## src/rtl/safeclk_wd_pkg.sv

```systemverilog
`timescale 1ns/1ps
package safeclk_wd_pkg;
  localparam int REG_W   = 8;
  localparam int FS_W    = 5;
  localparam int RUN_BIT = 6;
  localparam int TO_BIT  = 5;

  typedef struct packed {
    logic restart;
    logic halt;
    logic writeSafe;
    logic timeout;
  } wdStrobe_t;
endpackage

```

## src/rtl/safeclk_wd_ctrl.sv

```systemverilog
`timescale 1ns/1ps
module safeclk_wd_ctrl
  import safeclk_wd_pkg::*;
#(
  parameter int RELOAD = 1023
) (
  input  logic             clk,
  input  logic             rst,
  input  logic             strapEn,
  input  logic             tick,
  input  logic             regWr,
  input  logic [REG_W-1:0] regWdata,
  output logic             running,
  output wdStrobe_t        strobe
);
  localparam int CW = (RELOAD < 1) ? 1 : $clog2(RELOAD + 1);
  localparam logic [CW-1:0] LOAD_VAL = CW'(RELOAD);
  localparam logic [CW-1:0] LAST_VAL = CW'(1);

  logic [CW-1:0] remain;
  logic          lastTick;

  assign lastTick = running && tick && (remain == LAST_VAL);

  always_comb begin
    strobe.restart   = regWr && regWdata[RUN_BIT];
    strobe.halt      = regWr && !regWdata[RUN_BIT];
    strobe.writeSafe = regWr;
    strobe.timeout   = lastTick && !regWr;
  end

  always_ff @(posedge clk) begin
    if (rst) begin
      running <= strapEn;
      remain  <= strapEn ? LOAD_VAL : '0;
    end else if (strobe.restart) begin
      running <= 1'b1;
      remain  <= LOAD_VAL;
    end else if (strobe.halt) begin
      running <= 1'b0;
      remain  <= '0;
    end else if (running && tick) begin
      remain <= remain - LAST_VAL;
      if (remain == LAST_VAL) running <= 1'b0;
    end
  end

  p_restart_load_r2: assert property (@(posedge clk) disable iff (rst)
    strobe.restart |=> (running && remain == LOAD_VAL));
  p_timeout_stops_r3: assert property (@(posedge clk) disable iff (rst)
    strobe.timeout |=> !running);
  p_count_range_r3: assert property (@(posedge clk) disable iff (rst)
    remain <= LOAD_VAL);
  p_idle_empty_r5: assert property (@(posedge clk) disable iff (rst)
    !running |-> remain == '0);
  p_hold_no_tick_r12: assert property (@(posedge clk) disable iff (rst)
    (running && !tick && !regWr) |=> $stable(remain));
endmodule

```

## src/rtl/safeclk_wd_datapath.sv

```systemverilog
`timescale 1ns/1ps
module safeclk_wd_datapath
  import safeclk_wd_pkg::*;
#(
  parameter logic [FS_W-1:0] FS_INIT = '0
) (
  input  logic             clk,
  input  logic             rst,
  input  wdStrobe_t        strobe,
  input  logic             running,
  input  logic [REG_W-1:0] regWdata,
  input  logic             fsWr,
  input  logic [FS_W-1:0]  fsWdata,
  output logic [FS_W-1:0]  fsOut,
  output logic [REG_W-1:0] regRdata
);
  logic            toFlag;
  logic [FS_W-1:0] safeCode;

  always_ff @(posedge clk) begin
    if (rst)                  toFlag <= 1'b0;
    else if (strobe.restart)  toFlag <= 1'b0;
    else if (strobe.timeout)  toFlag <= 1'b1;
  end

  always_ff @(posedge clk) begin
    if (rst)                   safeCode <= '0;
    else if (strobe.writeSafe) safeCode <= regWdata[FS_W-1:0];
  end

  always_ff @(posedge clk) begin
    if (rst)                 fsOut <= FS_INIT;
    else if (strobe.timeout) fsOut <= safeCode;
    else if (fsWr)           fsOut <= fsWdata;
  end

  assign regRdata = {1'b0, running, toFlag, safeCode};

  p_flag_rise_r3: assert property (@(posedge clk) disable iff (rst)
    $rose(toFlag) |-> $past(strobe.timeout));
  p_fs_load_r4: assert property (@(posedge clk) disable iff (rst)
    strobe.timeout |=> fsOut == $past(safeCode));
  p_flag_clear_r2: assert property (@(posedge clk) disable iff (rst)
    strobe.restart |=> !toFlag);
  p_flag_ro_r6: assert property (@(posedge clk) disable iff (rst)
    (!strobe.restart && !strobe.timeout) |=> $stable(toFlag));
  p_fs_once_r10: assert property (@(posedge clk) disable iff (rst)
    (!strobe.timeout && !fsWr) |=> $stable(fsOut));
endmodule

```

## src/rtl/safeclk_watchdog.sv

```systemverilog
`timescale 1ns/1ps
module safeclk_watchdog
  import safeclk_wd_pkg::*;
#(
  parameter int              RELOAD  = 1023,
  parameter logic [FS_W-1:0] FS_INIT = '0
) (
  input  logic             clk,
  input  logic             pwrRst,
  input  logic             strapWdEn,
  input  logic             tick,
  input  logic             regWr,
  input  logic [REG_W-1:0] regWdata,
  output logic [REG_W-1:0] regRdata,
  input  logic             fsWr,
  input  logic [FS_W-1:0]  fsWdata,
  output logic [FS_W-1:0]  fsOut
);
  wdStrobe_t strobe;
  logic      running;

  safeclk_wd_ctrl #(.RELOAD(RELOAD)) u_ctrl (
    .clk(clk), .rst(pwrRst), .strapEn(strapWdEn), .tick(tick),
    .regWr(regWr), .regWdata(regWdata), .running(running), .strobe(strobe)
  );

  safeclk_wd_datapath #(.FS_INIT(FS_INIT)) u_dp (
    .clk(clk), .rst(pwrRst), .strobe(strobe), .running(running),
    .regWdata(regWdata), .fsWr(fsWr), .fsWdata(fsWdata),
    .fsOut(fsOut), .regRdata(regRdata)
  );

  p_bit7_zero_r7: assert property (@(posedge clk) disable iff (pwrRst)
    regRdata[7] == 1'b0);
endmodule

```

## config.mk

```make
export PLATFORM = sky130hd
export DESIGN_NAME = safeclk_watchdog
export DESIGN_NICKNAME = d
export VERILOG_FILES = /design/src/rtl/safeclk_wd_pkg.sv /design/src/rtl/safeclk_wd_ctrl.sv /design/src/rtl/safeclk_wd_datapath.sv /design/src/rtl/safeclk_watchdog.sv
export SDC_FILE = /design/constraint.sdc
export NUM_CORES = 1
export LEC_CHECK = 0
export ABC_CLOCK_PERIOD_IN_PS = 5000
export BUFFER_PORTS_ARGS = -buffer_cell sky130_fd_sc_hd__buf_4
export CORE_UTILIZATION = 49
export CTS_CLUSTER_DIAMETER = 40
export DETAILED_ROUTE_END_ITERATION = 8
export PLACE_DENSITY = 0.84
export SYNTH_ARGS = -nofsm -noshare
export SYNTH_HDL_FRONTEND = slang
export SYNTH_SLANG_ARGS = --single-unit
```

## constraint.sdc

```tcl
create_clock -name clk -period 5 [get_ports clk]
set_input_delay 0.5 -clock clk [delete_from_list [all_inputs] [get_ports clk]]
set_output_delay 0.5 -clock clk [all_outputs]
set_load 0.005 [all_outputs]
```

* Yosys cells after proc, flatten, opt, wreduce, memory -nomap -nowiden
Index checks and enable logic that the tools add are counted.
** Cells by class
- Bitwise gates (word level) :: 0
- Equal/unequal tests :: 1
- Multipliers :: 0
- Divide/modulo/power cells :: 0
- Shift operators :: 0
- Order comparisons :: 0
- Mux-type cells :: 12
- Add/subtract/negate cells :: 1
- Reduce and logical (&&, ||, !) cells :: 12
** Operators by type and width (count)
- 2-to-1 mux 10 bit :: 5
- equality test 10 x 1 -> 1 bit, second input constant :: 1
- 2-to-1 mux 5 bit :: 2
- subtractor 10 x 1 -> 10 bit, second input constant :: 1
- nonzero test 4 bit :: 2
- logical AND 1 bit :: 5
- 2-to-1 mux 1 bit :: 5
- zero test 1 bit :: 2
- AND reduction 2 bit :: 1
- nonzero test 2 bit :: 1
- OR reduction 2 bit :: 1
** Storage, ports and cells
- Bits in read-only memories :: 0
- Input port bits :: 19
- Latch bits :: 0
- Register bits after elaboration :: 22
- Memory bits (writable) :: 0
- Word-level logic and storage cells :: 31
- Memories kept :: 0
- Output and inout bits :: 13

* Depth between registers and ports, before layout
Gate-level depths: netlist of the first run.
- Depth after elaboration :: 6
- Depth in mapped cells :: 6
- Mapped depth without buffers :: 5

* By module
A second synthesis of the first run with hierarchy kept.
** Second synthesis, totals
- Cells, all modules :: 114
- Area total of the unflattened synthesis :: 1178.6 um2
** Modules (own cells, without submodules)
- safeclk_wd_ctrl :: cells an instance 68, seq. area each 330.3 um2, instances 1, area each 711.9 um2
- safeclk_wd_datapath :: cells an instance 46, seq. area each 220.2 um2, instances 1, area each 466.7 um2

* Worst setup path before layout of the first run
OpenSTA, ideal clock, no wires.
- Path type :: in2reg
- Start :: input port regWr
- End :: register u_ctrl.remain[9] (data pin)
- Arrival :: 1.627 ns
- Library setup time :: 0.158 ns
- Slack :: 3.215 ns
- Buffers on the path :: 1
- Stages :: 4
- Data required time :: 4.842 ns
- Cell sequence :: buf_4 -> or4_1 -> or4_1 -> o211ai_1
** On the way
- Cells in the longest elaborated chain, start to end :: 4
- Elaborated cells on any way between the ends :: 5
- Classes of those cells :: mux: 3; reduce/logical: 2
** Ends and longest elaborated chain
- from (decl) :: RTL line safeclk_watchdog.sv:12 : input logic regWr,
- logical AND 1 bit :: RTL line safeclk_wd_ctrl.sv:27 : strobe.halt = regWr && !regWdata[RUN_BIT];
- 2-to-1 mux 10 bit :: RTL line safeclk_wd_ctrl.sv:39 : end else if (strobe.halt) begin
- 2-to-1 mux 10 bit * :: RTL line safeclk_wd_ctrl.sv:36 : end else if (strobe.restart) begin
- 2-to-1 mux 10 bit * :: RTL line safeclk_wd_ctrl.sv:33 : if (rst) begin
- to (signal assigned) :: RTL line safeclk_wd_ctrl.sv:35 : remain <= strapEn ? LOAD_VAL : '0;
- to (signal assigned) :: RTL line safeclk_wd_ctrl.sv:43 : remain <= remain - LAST_VAL;
- to (decl) :: RTL line safeclk_wd_ctrl.sv:20 : logic [CW-1:0] remain;
Every way passes the cells marked *; elsewhere a longest branch is shown, timed or not.
A chain may end at the register's enable or synchronous reset.

* Worst setup path after layout of the first run
- Start :: register u_ctrl.remain[0]
- End :: register u_ctrl.remain[6] (data pin)
** On the way
- Cells in the longest elaborated chain, start to end :: 5
** Ends and longest elaborated chain
- subtractor 10 x 1 -> 10 bit :: RTL line safeclk_wd_ctrl.sv:43
- 2-to-1 mux 10 bit :: RTL line safeclk_wd_ctrl.sv:42 : end else if (running && tick) begin
- 2-to-1 mux 10 bit :: RTL line safeclk_wd_ctrl.sv:39
- 2-to-1 mux 10 bit :: RTL line safeclk_wd_ctrl.sv:36
- 2-to-1 mux 10 bit :: RTL line safeclk_wd_ctrl.sv:33
Every way passes these cells. The select of a mux whose other input is x is not followed.

==> impl_metrics.xml, run 1 <==
<?xml version="1.0" encoding="UTF-8"?>
<metrics>
  <group name="final_layout">
    <metric name="antenna_cells_inserted" unit="">0</metric>
    <metric name="drive_above_1_share" unit="%">29.2</metric>
    <metric name="syn_to_final_growth" unit="%">19.3</metric>
    <metric name="nNetsFinal" unit="">159</metric>
    <metric name="layout.filler_cells" unit="">203</metric>
  </group>
  <group name="route">
    <metric name="drt_drc_violations_left" unit="">0</metric>
    <metric name="vias" unit="">942</metric>
    <metric name="drt_wl_total" unit="um">2410</metric>
    <metric name="final_antenna_net_count" unit="">0</metric>
    <metric name="drt-pass1-iter-count" unit="">4</metric>
    <metric name="routedWlPerCell" unit="um">14.6</metric>
    <metric name="routed_via_density" unit="">5.71</metric>
    <metric name="drt-initial-drc-count" unit="">15</metric>
  </group>
  <group name="power_and_ir_drop">
    <metric name="power" unit="W">0.000394</metric>
    <metric name="p_leak" unit="nW">0.597</metric>
    <metric name="power_density_normalized_to_cell_area" unit="nW/um^2">279</metric>
    <metric name="vdd.ir_drop.worst" unit="uV">156</metric>
  </group>
  <group name="sta">
    <metric name="achievable-frequency" unit="GHz">0.523</metric>
    <metric name="crit_path_time_final" unit="ns">1.91</metric>
    <metric name="fin_ws" unit="ns">3.09</metric>
    <metric name="finalHoldWorstSlack" unit="ns">0.418</metric>
    <metric name="setup_viol" unit="">0</metric>
    <metric name="setup-tns-final" unit="ns">0</metric>
    <metric name="worst_slew_margin_rel" unit="%">50.6</metric>
    <metric name="finalHoldViolCount" unit="">0</metric>
    <metric name="rsz_0062_raised_after_global_routing" unit="">false</metric>
    <metric name="transition_time_at_the_pin_with_the_least_slew_margin" unit="ns">0.742</metric>
    <metric name="clock-skew-final" unit="ns">0.00255</metric>
    <metric name="layout_worst_path_cycle_share" unit="%">38.3</metric>
    <metric name="maxSlewViolCount" unit="">0</metric>
  </group>
  <group name="critical_path">
    <metric name="timing.critical_path.slowest_stage_cell" unit="">sky130_fd_sc_hd__nor3b_1</metric>
    <metric name="critical_path.max_stage_delay" unit="ns">0.57</metric>
    <metric name="cp_data_required_time" unit="ns">5.04</metric>
    <metric name="cp_max_fo" unit="">5</metric>
    <metric name="timing.critical_path.cells" unit="">inv_1, ha_1, nor3b_1, and2_1, o211ai_1</metric>
    <metric name="worst-endpoint-arrival" unit="ns">1.95</metric>
    <metric name="worst_setup_path_start_kind" unit="">register</metric>
    <metric name="timing.critical_path.to_type" unit="">register</metric>
    <metric name="worst-setup-path-type" unit="">register to register</metric>
    <metric name="ff2ff_setup_slack" unit="ns">3.09</metric>
  </group>
  <group name="clock_tree">
    <metric name="cts_max_level" unit="">1</metric>
    <metric name="clockRootBuffer" unit="">sky130_fd_sc_hd__clkbuf_4</metric>
    <metric name="clock_insertion_delay_worst_skew" unit="ns">0.31</metric>
    <metric name="clock_sinks" unit="">22</metric>
    <metric name="tritoncts_clock_tree" unit="">yes</metric>
    <metric name="total_cts_buffers" unit="">3</metric>
    <metric name="number_of_setup_buffers_added_after_cts" unit="">0</metric>
    <metric name="postCtsHoldBufs" unit="">0</metric>
    <metric name="clock_transition_at_the_registers_of_the_reported_paths" unit="ns">0.12</metric>
    <metric name="clk_path_buf_depth" unit="">2</metric>
    <metric name="postCtsResizedCells" unit="">0</metric>
  </group>
  <group name="logic_synthesis">
    <metric name="syn_area_per_cell" unit="sq um">10.3</metric>
    <metric name="ys_seq_elements" unit="">22</metric>
    <metric name="mappedNetlistNets" unit="">136</metric>
    <metric name="ys_types" unit="">33</metric>
    <metric name="synth_sequential_area_ratio" unit="%">46.5</metric>
    <metric name="synth.cell_area" unit="sq um">1180</metric>
    <metric name="syn_inst" unit="">115</metric>
    <metric name="yosys_warnings" unit="">0</metric>
  </group>
  <group name="placement">
    <metric name="gp_congestion" unit="">0.822</metric>
    <metric name="place.detailed.hpwl" unit="um">1760</metric>
    <metric name="buffer_ports.inserted" unit="">28</metric>
    <metric name="preCtsSetupSlack" unit="ns">2.95</metric>
  </group>
  <group name="floorplanning">
    <metric name="die_h" unit="um">51.2</metric>
    <metric name="rows" unit="">17</metric>
    <metric name="design.portCount" unit="">32</metric>
    <metric name="die_width" unit="um">51.2</metric>
    <metric name="fp.dieArea" unit="sq um">2620</metric>
    <metric name="core_region_area" unit="sq um">2250</metric>
    <metric name="initial_utilization" unit="%">52.5</metric>
  </group>
  <group name="worst_hold_path">
    <metric name="hold_class" unit="">input pin to register</metric>
  </group>
  <group name="global_routing">
    <metric name="grt_overflow_total" unit="">0</metric>
    <metric name="grt_usage" unit="%">19.5</metric>
    <metric name="wire_length_of_the_first_global_routing_pass" unit="um">3720</metric>
    <metric name="via_count_of_the_first_global_routing_pass" unit="">854</metric>
    <metric name="initial_antenna_violation_count" unit="">0</metric>
    <metric name="maximum_number_of_pins_on_one_net_before_global_route_repair" unit="">22</metric>
  </group>
  <group name="status">
    <metric name="run_status" unit="">completed</metric>
  </group>
  <group name="job">
    <metric name="max-cap-violations" unit="">0</metric>
  </group>
</metrics>
-- stage by stage --
step | instance area [sq um] | util (%) | std cells
after detailed placement | 1380 | 61.0 | 161
final | 1410 | 62.7 | 165
after CTS | 1410 | 62.7 | 165
after global placement | 1380 | 61.0 | 161
after floorplan | 1180 | - | 115
after global routing | 1410 | 62.7 | 165
-- cells in the final DEF, fill, tap and decap left out, types with 3 or more instances in the layout --
cell and count:
sky130_fd_sc_hd__o21ai_0 5, sky130_fd_sc_hd__edfxtp_1 11, sky130_fd_sc_hd__inv_1 5, sky130_fd_sc_hd__dfxtp_1 11, sky130_fd_sc_hd__nand3_1 3, sky130_fd_sc_hd__nand2_1 3, sky130_fd_sc_hd__or4_1 4, sky130_fd_sc_hd__mux2i_1 10
sky130_fd_sc_hd__nor2b_1 6, sky130_fd_sc_hd__nor2_1 12, sky130_fd_sc_hd__o211ai_1 4, sky130_fd_sc_hd__mux2_2 5, sky130_fd_sc_hd__clkbuf_4 3, sky130_fd_sc_hd__buf_4 28, sky130_fd_sc_hd__xnor2_1 3
-- final timing paths --
| path | from | to | cells after the start |
|---|---|---|---|
| hold reg to reg | u_dp.toFlag$_SDFFE_PP0P_ | u_dp.toFlag$_SDFFE_PP0P_ | 2 |
| setup / recovery | u_ctrl.remain[0]$_DFFE_PP_ | u_ctrl.remain[6]$_DFFE_PP_ | 5 |
| hold / removal | regWdata[0] | u_dp.safeCode[0]$_SDFFE_PP0P_ | 3 |
| setup reg to reg | u_ctrl.remain[0]$_DFFE_PP_ | u_ctrl.remain[6]$_DFFE_PP_ | 5 |
-- state kept, by name, summed over array words and instances, names as in the netlist --
signal,cells
u_dp.fsOut,5
u_ctrl.running,1
u_ctrl.remain,10
u_dp.safeCode,5
u_dp.toFlag,1
-- cell type report --
type	count	area [sq um]	area share, %
Tap cell	28	35.0	2.48
Timing Repair Buffer	28	210	14.9
Multi-Input combinational cell	78	562	39.8
Sequential cell	22	551	39.0
Inverter	5	18.8	1.33
Clock buffer	4	36.3	2.57
-- cell families after synthesis --
group | count (synthesis) | synth area share, %
other | 1 | 0.317
AND/OR/NAND/NOR | 45 | 23.0
AO/OA/AOI/OAI | 12 | 6.55
XOR/XNOR | 3 | 2.22
buffers and inverters | 15 | 6.03
multiplexers | 15 | 13.2
flip-flops | 22 | 46.5
adder cells (fa/ha/maj) | 2 | 2.11
-- where the power goes --
group / total (W) / leakage (nW) / switching, W / internal (W)
Combinational: 0.0000686 / 0.369 / 0.0000321 / 0.0000366
Clock: 0.0000998 / 0.0210 / 0.0000553 / 0.0000445
Sequential: 0.000225 / 0.206 / 0.0000170 / 0.000208
Total: 0.000394 / 0.597 / 0.000104 / 0.000290
-- worst max-delay path: cells and delay by family, from the launching register on --
family                     cells  cell delay (ns)
DFF                            1             0.48
adders and majority gates      1             0.18
buffers and inverters          1             0.10
AOI/OAI and AO/OA              1             0.09
and+or+nand+nor                2             0.79
-- synth_stat cells --
cell type | instances | area share [%]
sky130_fd_sc_hd__and3b_1 | 1 | 0.74
sky130_fd_sc_hd__or3_1 | 1 | 0.53
sky130_fd_sc_hd__a211o_1 | 1 | 0.74
sky130_fd_sc_hd__dfxtp_1 | 11 | 19
sky130_fd_sc_hd__nor3b_1 | 1 | 0.63
sky130_fd_sc_hd__inv_1 | 5 | 1.6
sky130_fd_sc_hd__nand4b_1 | 1 | 0.74
sky130_fd_sc_hd__conb_1 | 1 | 0.32
sky130_fd_sc_hd__xnor2_1 | 3 | 2.2
sky130_fd_sc_hd__and4_1 | 1 | 0.74
sky130_fd_sc_hd__buf_4 | 4 | 2.5
sky130_fd_sc_hd__or4_4 | 1 | 0.95
sky130_fd_sc_hd__nand3_1 | 3 | 1.3
sky130_fd_sc_hd__nand2b_1 | 2 | 1.1
sky130_fd_sc_hd__nor4_1 | 2 | 1.1
sky130_fd_sc_hd__ha_1 | 2 | 2.1
sky130_fd_sc_hd__mux2i_1 | 10 | 8.5
sky130_fd_sc_hd__nand4_1 | 2 | 1.1
sky130_fd_sc_hd__nor4_4 | 1 | 1.8
sky130_fd_sc_hd__clkbuf_1 | 6 | 1.9
sky130_fd_sc_hd__o211ai_1 | 4 | 2.5
sky130_fd_sc_hd__or2_2 | 1 | 0.53
sky130_fd_sc_hd__nor2b_1 | 6 | 3.2
sky130_fd_sc_hd__nor3_1 | 1 | 0.42
sky130_fd_sc_hd__mux2_2 | 5 | 4.8
sky130_fd_sc_hd__or4_1 | 4 | 2.5
sky130_fd_sc_hd__a221oi_1 | 1 | 0.74
sky130_fd_sc_hd__nand2_1 | 3 | 0.95
sky130_fd_sc_hd__a21oi_1 | 1 | 0.42
sky130_fd_sc_hd__nor2_1 | 12 | 3.8
sky130_fd_sc_hd__and2_1 | 2 | 1.1
sky130_fd_sc_hd__o21ai_0 | 5 | 2.1
sky130_fd_sc_hd__edfxtp_1 | 11 | 28
-- metal layers --
metal / up-vias / track usage (%) / wire length (um)
li1: 448 / - / -
met1: 461 / 24.4 / 1050
met2: 29 / 32.7 / 1240
met3: 4 / 2.68 / 81
met4: 0 / 9.72 / 36
met5: - / 0 / 0
Power figures use the tool's default switching activity.
==> run 2: changes to the inputs <==
Settings changed: ABC_AREA from default to 1, ABC_CLOCK_PERIOD_IN_PS 5000 to 2000.
Clock period 5 ns to 2 ns, I/O delays scaled along.
==> run 2 against run 1 <==
Effect of this change: first-iteration DRC count grew 110%; die area rose by 2.4%; worst hold slack got worse by 0.31 ns; largest cell class is now registers; critical path depth rose by 1; non-clock buffer count increased by 1; cell area grew 2.3%; largest power group unchanged; sequential share of layout area fell by 0.88 points; critical path type unchanged; combinational power is 150% higher.
==> impl_metrics.xml, run 2 <==
<?xml version="1.0" encoding="UTF-8"?>
<metrics>
  <group name="sta">
    <metric name="layout_worst_path_cycle_share" unit="%">81.1</metric>
    <metric name="maxSlewViolCount" unit="">0</metric>
    <metric name="setup_viol" unit="">0</metric>
    <metric name="crit_path_time_final" unit="ns">1.62</metric>
    <metric name="setup-tns-final" unit="ns">0</metric>
    <metric name="transition_time_at_the_pin_with_the_least_slew_margin" unit="ns">1.13</metric>
    <metric name="worst_slew_margin_rel" unit="%">23.6</metric>
    <metric name="finalHoldWorstSlack" unit="ns">0.112</metric>
    <metric name="finalHoldViolCount" unit="">0</metric>
    <metric name="clock-skew-final" unit="ns">0.00348</metric>
    <metric name="achievable-frequency" unit="GHz">0.617</metric>
    <metric name="rsz_0062_raised_after_global_routing" unit="">false</metric>
  </group>
  <group name="global_routing">
    <metric name="via_count_of_the_first_global_routing_pass" unit="">939</metric>
    <metric name="wire_length_of_the_first_global_routing_pass" unit="um">3950</metric>
    <metric name="maximum_number_of_pins_on_one_net_before_global_route_repair" unit="">13</metric>
    <metric name="initial_antenna_violation_count" unit="">0</metric>
    <metric name="grt_overflow_total" unit="">0</metric>
    <metric name="grt_usage" unit="%">19.8</metric>
  </group>
  <group name="route">
    <metric name="routedWlPerCell" unit="um">11.8</metric>
    <metric name="drt-initial-drc-count" unit="">32</metric>
    <metric name="drt_wl_total" unit="um">2420</metric>
    <metric name="drt-pass1-iter-count" unit="">4</metric>
    <metric name="vias" unit="">1086</metric>
    <metric name="routed_via_density" unit="">5.30</metric>
    <metric name="drt_drc_violations_left" unit="">0</metric>
    <metric name="final_antenna_net_count" unit="">0</metric>
  </group>
  <group name="floorplanning">
    <metric name="initial_utilization" unit="%">53.3</metric>
    <metric name="core_region_area" unit="sq um">2280</metric>
    <metric name="die_h" unit="um">51.8</metric>
    <metric name="fp.dieArea" unit="sq um">2680</metric>
    <metric name="design.portCount" unit="">32</metric>
    <metric name="rows" unit="">17</metric>
    <metric name="die_width" unit="um">51.8</metric>
  </group>
  <group name="logic_synthesis">
    <metric name="most_frequently_used_cell_type_in_the_post_synthesis_netlist" unit="">sky130_fd_sc_hd__nand2_1</metric>
    <metric name="syn_inst" unit="">151</metric>
    <metric name="mappedNetlistNets" unit="">172</metric>
    <metric name="syn_area_per_cell" unit="sq um">8.04</metric>
    <metric name="post_synth_main_area_contributors" unit="">sky130_fd_sc_hd__edfxtp_1 (27%), sky130_fd_sc_hd__dfxtp_1 (18%), sky130_fd_sc_hd__nand2_1 (12%)</metric>
    <metric name="yosys_warnings" unit="">0</metric>
    <metric name="synth_edf_count" unit="">11</metric>
    <metric name="ys_types" unit="">25</metric>
    <metric name="synth_sequential_area_ratio" unit="%">45.4</metric>
    <metric name="synth.cell_area" unit="sq um">1210</metric>
    <metric name="synth.cells.most_frequent" unit="">sky130_fd_sc_hd__nand2_1 (38), sky130_fd_sc_hd__inv_1 (17), sky130_fd_sc_hd__o21ai_0 (14)</metric>
    <metric name="synth.top_cell.area_share" unit="%">27.2</metric>
    <metric name="postSynth.topFlopCell" unit="">sky130_fd_sc_hd__edfxtp_1</metric>
    <metric name="synth-async-reset-ratio" unit="%">0</metric>
    <metric name="yosys.area.top_type" unit="">sky130_fd_sc_hd__edfxtp_1</metric>
    <metric name="ys_seq_elements" unit="">22</metric>
  </group>
  <group name="clock_tree">
    <metric name="clock_insertion_delay_worst_skew" unit="ns">0.31</metric>
    <metric name="postCtsHoldBufs" unit="">0</metric>
    <metric name="postCtsResizedCells" unit="">0</metric>
    <metric name="clock_sinks" unit="">22</metric>
    <metric name="clk_path_buf_depth" unit="">2</metric>
    <metric name="clock_transition_at_the_registers_of_the_reported_paths" unit="ns">0.13</metric>
    <metric name="clockRootBuffer" unit="">sky130_fd_sc_hd__clkbuf_4</metric>
    <metric name="total_cts_buffers" unit="">3</metric>
    <metric name="cts_max_level" unit="">1</metric>
    <metric name="number_of_setup_buffers_added_after_cts" unit="">0</metric>
    <metric name="tritoncts_clock_tree" unit="">yes</metric>
  </group>
  <group name="power_and_ir_drop">
    <metric name="p_int" unit="W">0.000708</metric>
    <metric name="power_switching_share" unit="%">27.2</metric>
    <metric name="power_density_normalized_to_cell_area" unit="nW/um^2">673</metric>
    <metric name="vdd.ir_drop.worst" unit="uV">360</metric>
    <metric name="p_leak" unit="nW">0.684</metric>
    <metric name="clkPwrFrac" unit="%">25.6</metric>
    <metric name="power_frac_comb" unit="%">17.5</metric>
    <metric name="p_seq_share" unit="%">56.9</metric>
    <metric name="switchingPower" unit="W">0.000264</metric>
  </group>
  <group name="critical_path">
    <metric name="timing.critical_path.slowest_stage_cell" unit="">sky130_fd_sc_hd__edfxtp_1</metric>
    <metric name="timing.critical_path.to_type" unit="">register</metric>
    <metric name="critical_path.max_stage_delay" unit="ns">0.46</metric>
    <metric name="crit_buf_inv" unit="">1</metric>
    <metric name="worst_setup_path_start_kind" unit="">register</metric>
    <metric name="worst-setup-path-type" unit="">register to register</metric>
    <metric name="cp_data_required_time" unit="ns">2.02</metric>
    <metric name="cp_max_fo" unit="">4</metric>
    <metric name="worst-endpoint-arrival" unit="ns">1.64</metric>
    <metric name="worst_path_dominant_cell_family" unit="">flip-flops</metric>
    <metric name="timing.critical_path.cells" unit="">inv_1, ha_1, nand2_1, nor2_1, xnor2_1, o21ai_0</metric>
  </group>
  <group name="final_layout">
    <metric name="drive_above_1_share" unit="%">23.2</metric>
    <metric name="nNetsFinal" unit="">199</metric>
    <metric name="final_common_cell" unit="">sky130_fd_sc_hd__nand2_1</metric>
    <metric name="top_register" unit="">u_ctrl.remain</metric>
    <metric name="highest_count_cells_in_the_layout_ignoring_fill_and_taps" unit="">sky130_fd_sc_hd__nand2_1 (38), sky130_fd_sc_hd__buf_4 (29), sky130_fd_sc_hd__inv_1 (17), sky130_fd_sc_hd__o21ai_0 (14)</metric>
    <metric name="layout.filler_cells" unit="">186</metric>
    <metric name="largest_register_ffs" unit="">10</metric>
    <metric name="largest_registers" unit="">u_ctrl.remain x10, u_dp.fsOut x5, u_dp.safeCode x5</metric>
    <metric name="antenna_cells_inserted" unit="">0</metric>
    <metric name="syn_to_final_growth" unit="%">19.1</metric>
  </group>
  <group name="worst_hold_path">
    <metric name="hold_class" unit="">input pin to register</metric>
  </group>
  <group name="placement">
    <metric name="buffer_ports.inserted" unit="">28</metric>
    <metric name="gp_congestion" unit="">0.871</metric>
    <metric name="place.detailed.hpwl" unit="um">1830</metric>
  </group>
  <group name="status">
    <metric name="run_status" unit="">completed</metric>
  </group>
  <group name="job">
    <metric name="max-cap-violations" unit="">0</metric>
  </group>
</metrics>
## run 2: cell types whose count changed after synthesis, moves of 3 or more
cell	previous run	this run
sky130_fd_sc_hd__a21oi_1	1	10
sky130_fd_sc_hd__clkbuf_1	6	0
sky130_fd_sc_hd__inv_1	5	17
sky130_fd_sc_hd__mux2_2	5	0
sky130_fd_sc_hd__mux2i_1	10	0
sky130_fd_sc_hd__nand2_1	3	38
sky130_fd_sc_hd__nand3_1	3	11
sky130_fd_sc_hd__nand4_1	2	5
sky130_fd_sc_hd__nor2b_1	6	0
sky130_fd_sc_hd__o211ai_1	4	0
sky130_fd_sc_hd__o21ai_0	5	14
sky130_fd_sc_hd__or4_1	4	0
## run 2: kinds of logic (layout without fill, tap and decap cells)
| group | count (synthesis) | after routing | share of synthesized area (%) |
|---|---|---|---|
| other | 1 | 1 | 0.309 |
| XOR/XNOR | 3 | 3 | 2.17 |
| AO/OA/AOI/OAI | 24 | 24 | 9.90 |
| AND/OR/NAND/NOR | 74 | 74 | 29.9 |
| flip-flops | 22 | 22 | 45.4 |
| buffers and inverters | 25 | 51 | 10.3 |
| adder cells (fa/ha/maj) | 2 | 2 | 2.06 |
## run 2: layer usage
| metal | track usage [%] | part of all wire [%] | up-vias |
|---|---|---|---|
| li1 | - | - | 542 |
| met1 | 27.1 | 48 | 500 |
| met2 | 31.4 | 46 | 40 |
| met3 | 2.63 | 4.6 | 4 |
| met4 | 7.66 | 1.1 | 0 |
| met5 | 0 | 0 | - |
## run 2: power by group through the flow
stage          Clock (W)  Combinational [W]  Sequential, W
2_1_floorplan          0           0.000108       0.000556
3_3_place_gp           0           0.000164       0.000561
3_5_place_dp           0           0.000168       0.000563
4_1_cts         0.000252           0.000170       0.000553
5_1_grt         0.000264           0.000193       0.000558
6_report        0.000249           0.000170       0.000553
## run 2: final timing paths
kind                                 to                  startpoint  cells past startpoint  slack, ns
min          u_dp.fsOut[1]$_SDFFE_PP0P_                      pwrRst                      2       0.11
max reg2reg  u_ctrl.remain[8]$_DFFE_PP_  u_ctrl.remain[0]$_DFFE_PP_                      6       0.38
min reg2reg    u_dp.toFlag$_SDFFE_PP0P_    u_dp.toFlag$_SDFFE_PP0P_                      2       0.47
max          u_ctrl.remain[8]$_DFFE_PP_  u_ctrl.remain[0]$_DFFE_PP_                      6       0.38
## run 2: metrics by stage
step / power (W) / std cells / utilization, % / cell area, sq um / setup WS (ns)
3_3_place_gp: 0.000726 / 201 / 61.9 / 1410 / 0.222
2_1_floorplan: 0.000664 / 151 / - / 1210 / 0.636
3_5_place_dp: 0.000731 / 201 / 61.9 / 1410 / 0.131
5_1_grt: 0.00102 / 205 / 63.5 / 1450 / 0.216
4_1_cts: 0.000975 / 205 / 63.5 / 1450 / 0.386
6_report: 0.000972 / 205 / 63.5 / 1450 / 0.378
## run 2: cell type report
type	count	area [sq um]	share of cell area [%]
clock buffers	4	36.3	2.51
inverters	18	67.6	4.68
multi-input cells	104	538	37.2
flip-flops and latches	22	551	38.1
well taps	28	35.0	2.42
repair buffers	29	218	15.1
==> run 3: changes to the inputs <==
Settings changed: ABC_CLOCK_PERIOD_IN_PS 2000 to 1610.
Clock period 2 ns to 1.61 ns, I/O delays scaled along.
==> run 3 against run 2 <==
Effect of this change: combinational power rose by 29%; via count shrank 2.2%; core utilization is 0.55 points higher; highest routed layer unchanged.
==> impl_metrics.xml, run 3 (synthesis results as in run 2) <==
<?xml version="1.0" encoding="UTF-8"?>
<metrics>
  <group name="floorplanning">
    <metric name="fp.dieArea" unit="sq um">2680</metric>
    <metric name="die_width" unit="um">51.8</metric>
    <metric name="die_h" unit="um">51.8</metric>
    <metric name="core_region_area" unit="sq um">2280</metric>
    <metric name="design.portCount" unit="">32</metric>
    <metric name="rows" unit="">17</metric>
    <metric name="initial_utilization" unit="%">53.3</metric>
  </group>
  <group name="sta">
    <metric name="achievable-frequency" unit="GHz">0.665</metric>
    <metric name="setup_viol" unit="">0</metric>
    <metric name="crit_path_time_final" unit="ns">1.50</metric>
    <metric name="setup-tns-final" unit="ns">0</metric>
    <metric name="clock-skew-final" unit="ns">0.00721</metric>
    <metric name="rsz_0062_raised_after_global_routing" unit="">false</metric>
    <metric name="layout_worst_path_cycle_share" unit="%">93.4</metric>
    <metric name="maxSlewViolCount" unit="">0</metric>
    <metric name="finalHoldWorstSlack" unit="ns">0.0872</metric>
    <metric name="finalHoldViolCount" unit="">0</metric>
  </group>
  <group name="route">
    <metric name="routedWlPerCell" unit="um">12.2</metric>
    <metric name="drt_wl_total" unit="um">2520</metric>
    <metric name="drt_drc_violations_left" unit="">0</metric>
    <metric name="final_antenna_net_count" unit="">0</metric>
    <metric name="drt-pass1-iter-count" unit="">4</metric>
    <metric name="drt-initial-drc-count" unit="">20</metric>
    <metric name="vias" unit="">1062</metric>
    <metric name="routed_via_density" unit="">5.13</metric>
  </group>
  <group name="power_and_ir_drop">
    <metric name="power" unit="W">0.00116</metric>
    <metric name="p_leak" unit="nW">0.689</metric>
    <metric name="power_density_normalized_to_cell_area" unit="nW/um^2">798</metric>
    <metric name="vdd.ir_drop.worst" unit="uV">607</metric>
  </group>
  <group name="clock_tree">
    <metric name="clock_sinks" unit="">22</metric>
    <metric name="clockRootBuffer" unit="">sky130_fd_sc_hd__clkbuf_4</metric>
    <metric name="tritoncts_clock_tree" unit="">yes</metric>
    <metric name="total_cts_buffers" unit="">3</metric>
    <metric name="cts_max_level" unit="">1</metric>
    <metric name="clock_transition_at_the_registers_of_the_reported_paths" unit="ns">0.12</metric>
    <metric name="clock_insertion_delay_worst_skew" unit="ns">0.30</metric>
    <metric name="clk_path_buf_depth" unit="">2</metric>
  </group>
  <group name="critical_path">
    <metric name="worst-setup-path-type" unit="">register to register</metric>
    <metric name="critical_path.max_stage_delay" unit="ns">0.43</metric>
    <metric name="crit_buf_inv" unit="">2</metric>
    <metric name="timing.critical_path.cells" unit="">inv_1, ha_1, nor3b_4, buf_4, nand4_1, nand2_1, a21oi_1</metric>
    <metric name="worst_setup_path_start_kind" unit="">register</metric>
    <metric name="cp_data_required_time" unit="ns">1.81</metric>
    <metric name="worst_path_dominant_cell_family" unit="">simple AND/OR/NAND/NOR gates</metric>
    <metric name="timing.critical_path.to_type" unit="">register</metric>
    <metric name="worst-endpoint-arrival" unit="ns">1.70</metric>
    <metric name="timing.critical_path.slowest_stage_cell" unit="">sky130_fd_sc_hd__edfxtp_1</metric>
    <metric name="cp_max_fo" unit="">5</metric>
  </group>
  <group name="final_layout">
    <metric name="largest_registers" unit="">u_ctrl.remain x10, u_dp.fsOut x5, u_dp.safeCode x5</metric>
    <metric name="final_common_cell" unit="">sky130_fd_sc_hd__nand2_1</metric>
    <metric name="top_register" unit="">u_ctrl.remain</metric>
    <metric name="highest_count_cells_in_the_layout_ignoring_fill_and_taps" unit="">sky130_fd_sc_hd__nand2_1 (38), sky130_fd_sc_hd__buf_4 (31), sky130_fd_sc_hd__inv_1 (17), sky130_fd_sc_hd__o21ai_0 (14)</metric>
    <metric name="syn_to_final_growth" unit="%">20.1</metric>
    <metric name="drive_above_1_share" unit="%">23.5</metric>
    <metric name="largest_register_ffs" unit="">10</metric>
    <metric name="layout.filler_cells" unit="">179</metric>
    <metric name="nNetsFinal" unit="">201</metric>
    <metric name="postLayoutCoreUtil" unit="%">64.0</metric>
    <metric name="antenna_cells_inserted" unit="">0</metric>
  </group>
  <group name="status">
    <metric name="run_status" unit="">completed</metric>
  </group>
  <group name="job">
    <metric name="max-cap-violations" unit="">0</metric>
  </group>
  <group name="global_routing">
    <metric name="via_count_of_the_first_global_routing_pass" unit="">941</metric>
    <metric name="grt_overflow_total" unit="">0</metric>
    <metric name="maximum_number_of_pins_on_one_net_before_global_route_repair" unit="">13</metric>
    <metric name="wire_length_of_the_first_global_routing_pass" unit="um">3970</metric>
    <metric name="grt_usage" unit="%">20.0</metric>
    <metric name="initial_antenna_violation_count" unit="">0</metric>
  </group>
  <group name="placement">
    <metric name="gp_congestion" unit="">0.840</metric>
    <metric name="place.detailed.hpwl" unit="um">1960</metric>
    <metric name="buffer_ports.inserted" unit="">28</metric>
  </group>
  <group name="worst_hold_path">
    <metric name="hold_class" unit="">input pin to register</metric>
  </group>
</metrics>
## run 3: power breakdown
| part | total [W] | switching [W] | internal [W] | leakage (nW) |
|---|---|---|---|---|
| clock network | 0.000258 | 0.000161 | 0.0000964 | 0.0150 |
| logic | 0.000219 | 0.000118 | 0.000101 | 0.471 |
| registers | 0.000687 | 0.0000425 | 0.000644 | 0.202 |
## run 3: final timing paths
| kind | cells past startpoint | startpoint | slack (ns) | to |
|---|---|---|---|---|
| hold reg to reg | 2 | u_dp.toFlag$_SDFFE_PP0P_ | 0.46 | u_dp.toFlag$_SDFFE_PP0P_ |
| setup reg to reg | 7 | u_ctrl.remain[1]$_DFFE_PP_ | 0.11 | u_dp.fsOut[3]$_SDFFE_PP0P_ |
| hold / removal | 2 | pwrRst | 0.09 | u_dp.fsOut[2]$_SDFFE_PP0P_ |
| setup / recovery | 7 | u_ctrl.remain[1]$_DFFE_PP_ | 0.11 | u_dp.fsOut[3]$_SDFFE_PP0P_ |
## run 3: per-layer routing
layer | share of wire (%) | global-route usage [%] | up-vias | wire [um]
li1 | - | - | 546 | -
met4 | 0.48 | 4.95 | 0 | 12
met3 | 3.7 | 3.51 | 2 | 93
met2 | 48 | 31.4 | 24 | 1200
met5 | 0 | 0 | - | 0
met1 | 48 | 28.5 | 490 | 1210
## run 3: area by class of cell
type	instances	area, sq um	area share, %
repair buffers	31	233	16.0
well taps	28	35.0	2.40
multi-input cells	104	546	37.4
flip-flops and latches	22	551	37.8
clock buffers	4	26.3	1.80
inverters	18	67.6	4.64
## run 3: what timing repair did
action | 4_1_cts | 5_1_grt
endpoints found under the setup margin | 0 | 5
buffers inserted | 0 | 0
gates resized for setup | 0 | 1
hold buffers | 0 | 0
## run 3: per-stage QoR
stage / cells / worst slack (ns) / area [sq um]
finish: 207 / 0.107 / 1460
detailed placement: 203 / 0.158 / 1420
floorplan: 151 / 0.246 / 1210
CTS: 207 / 0.127 / 1450
global route: 207 / 0.0216 / 1460
global placement: 203 / 0.170 / 1420
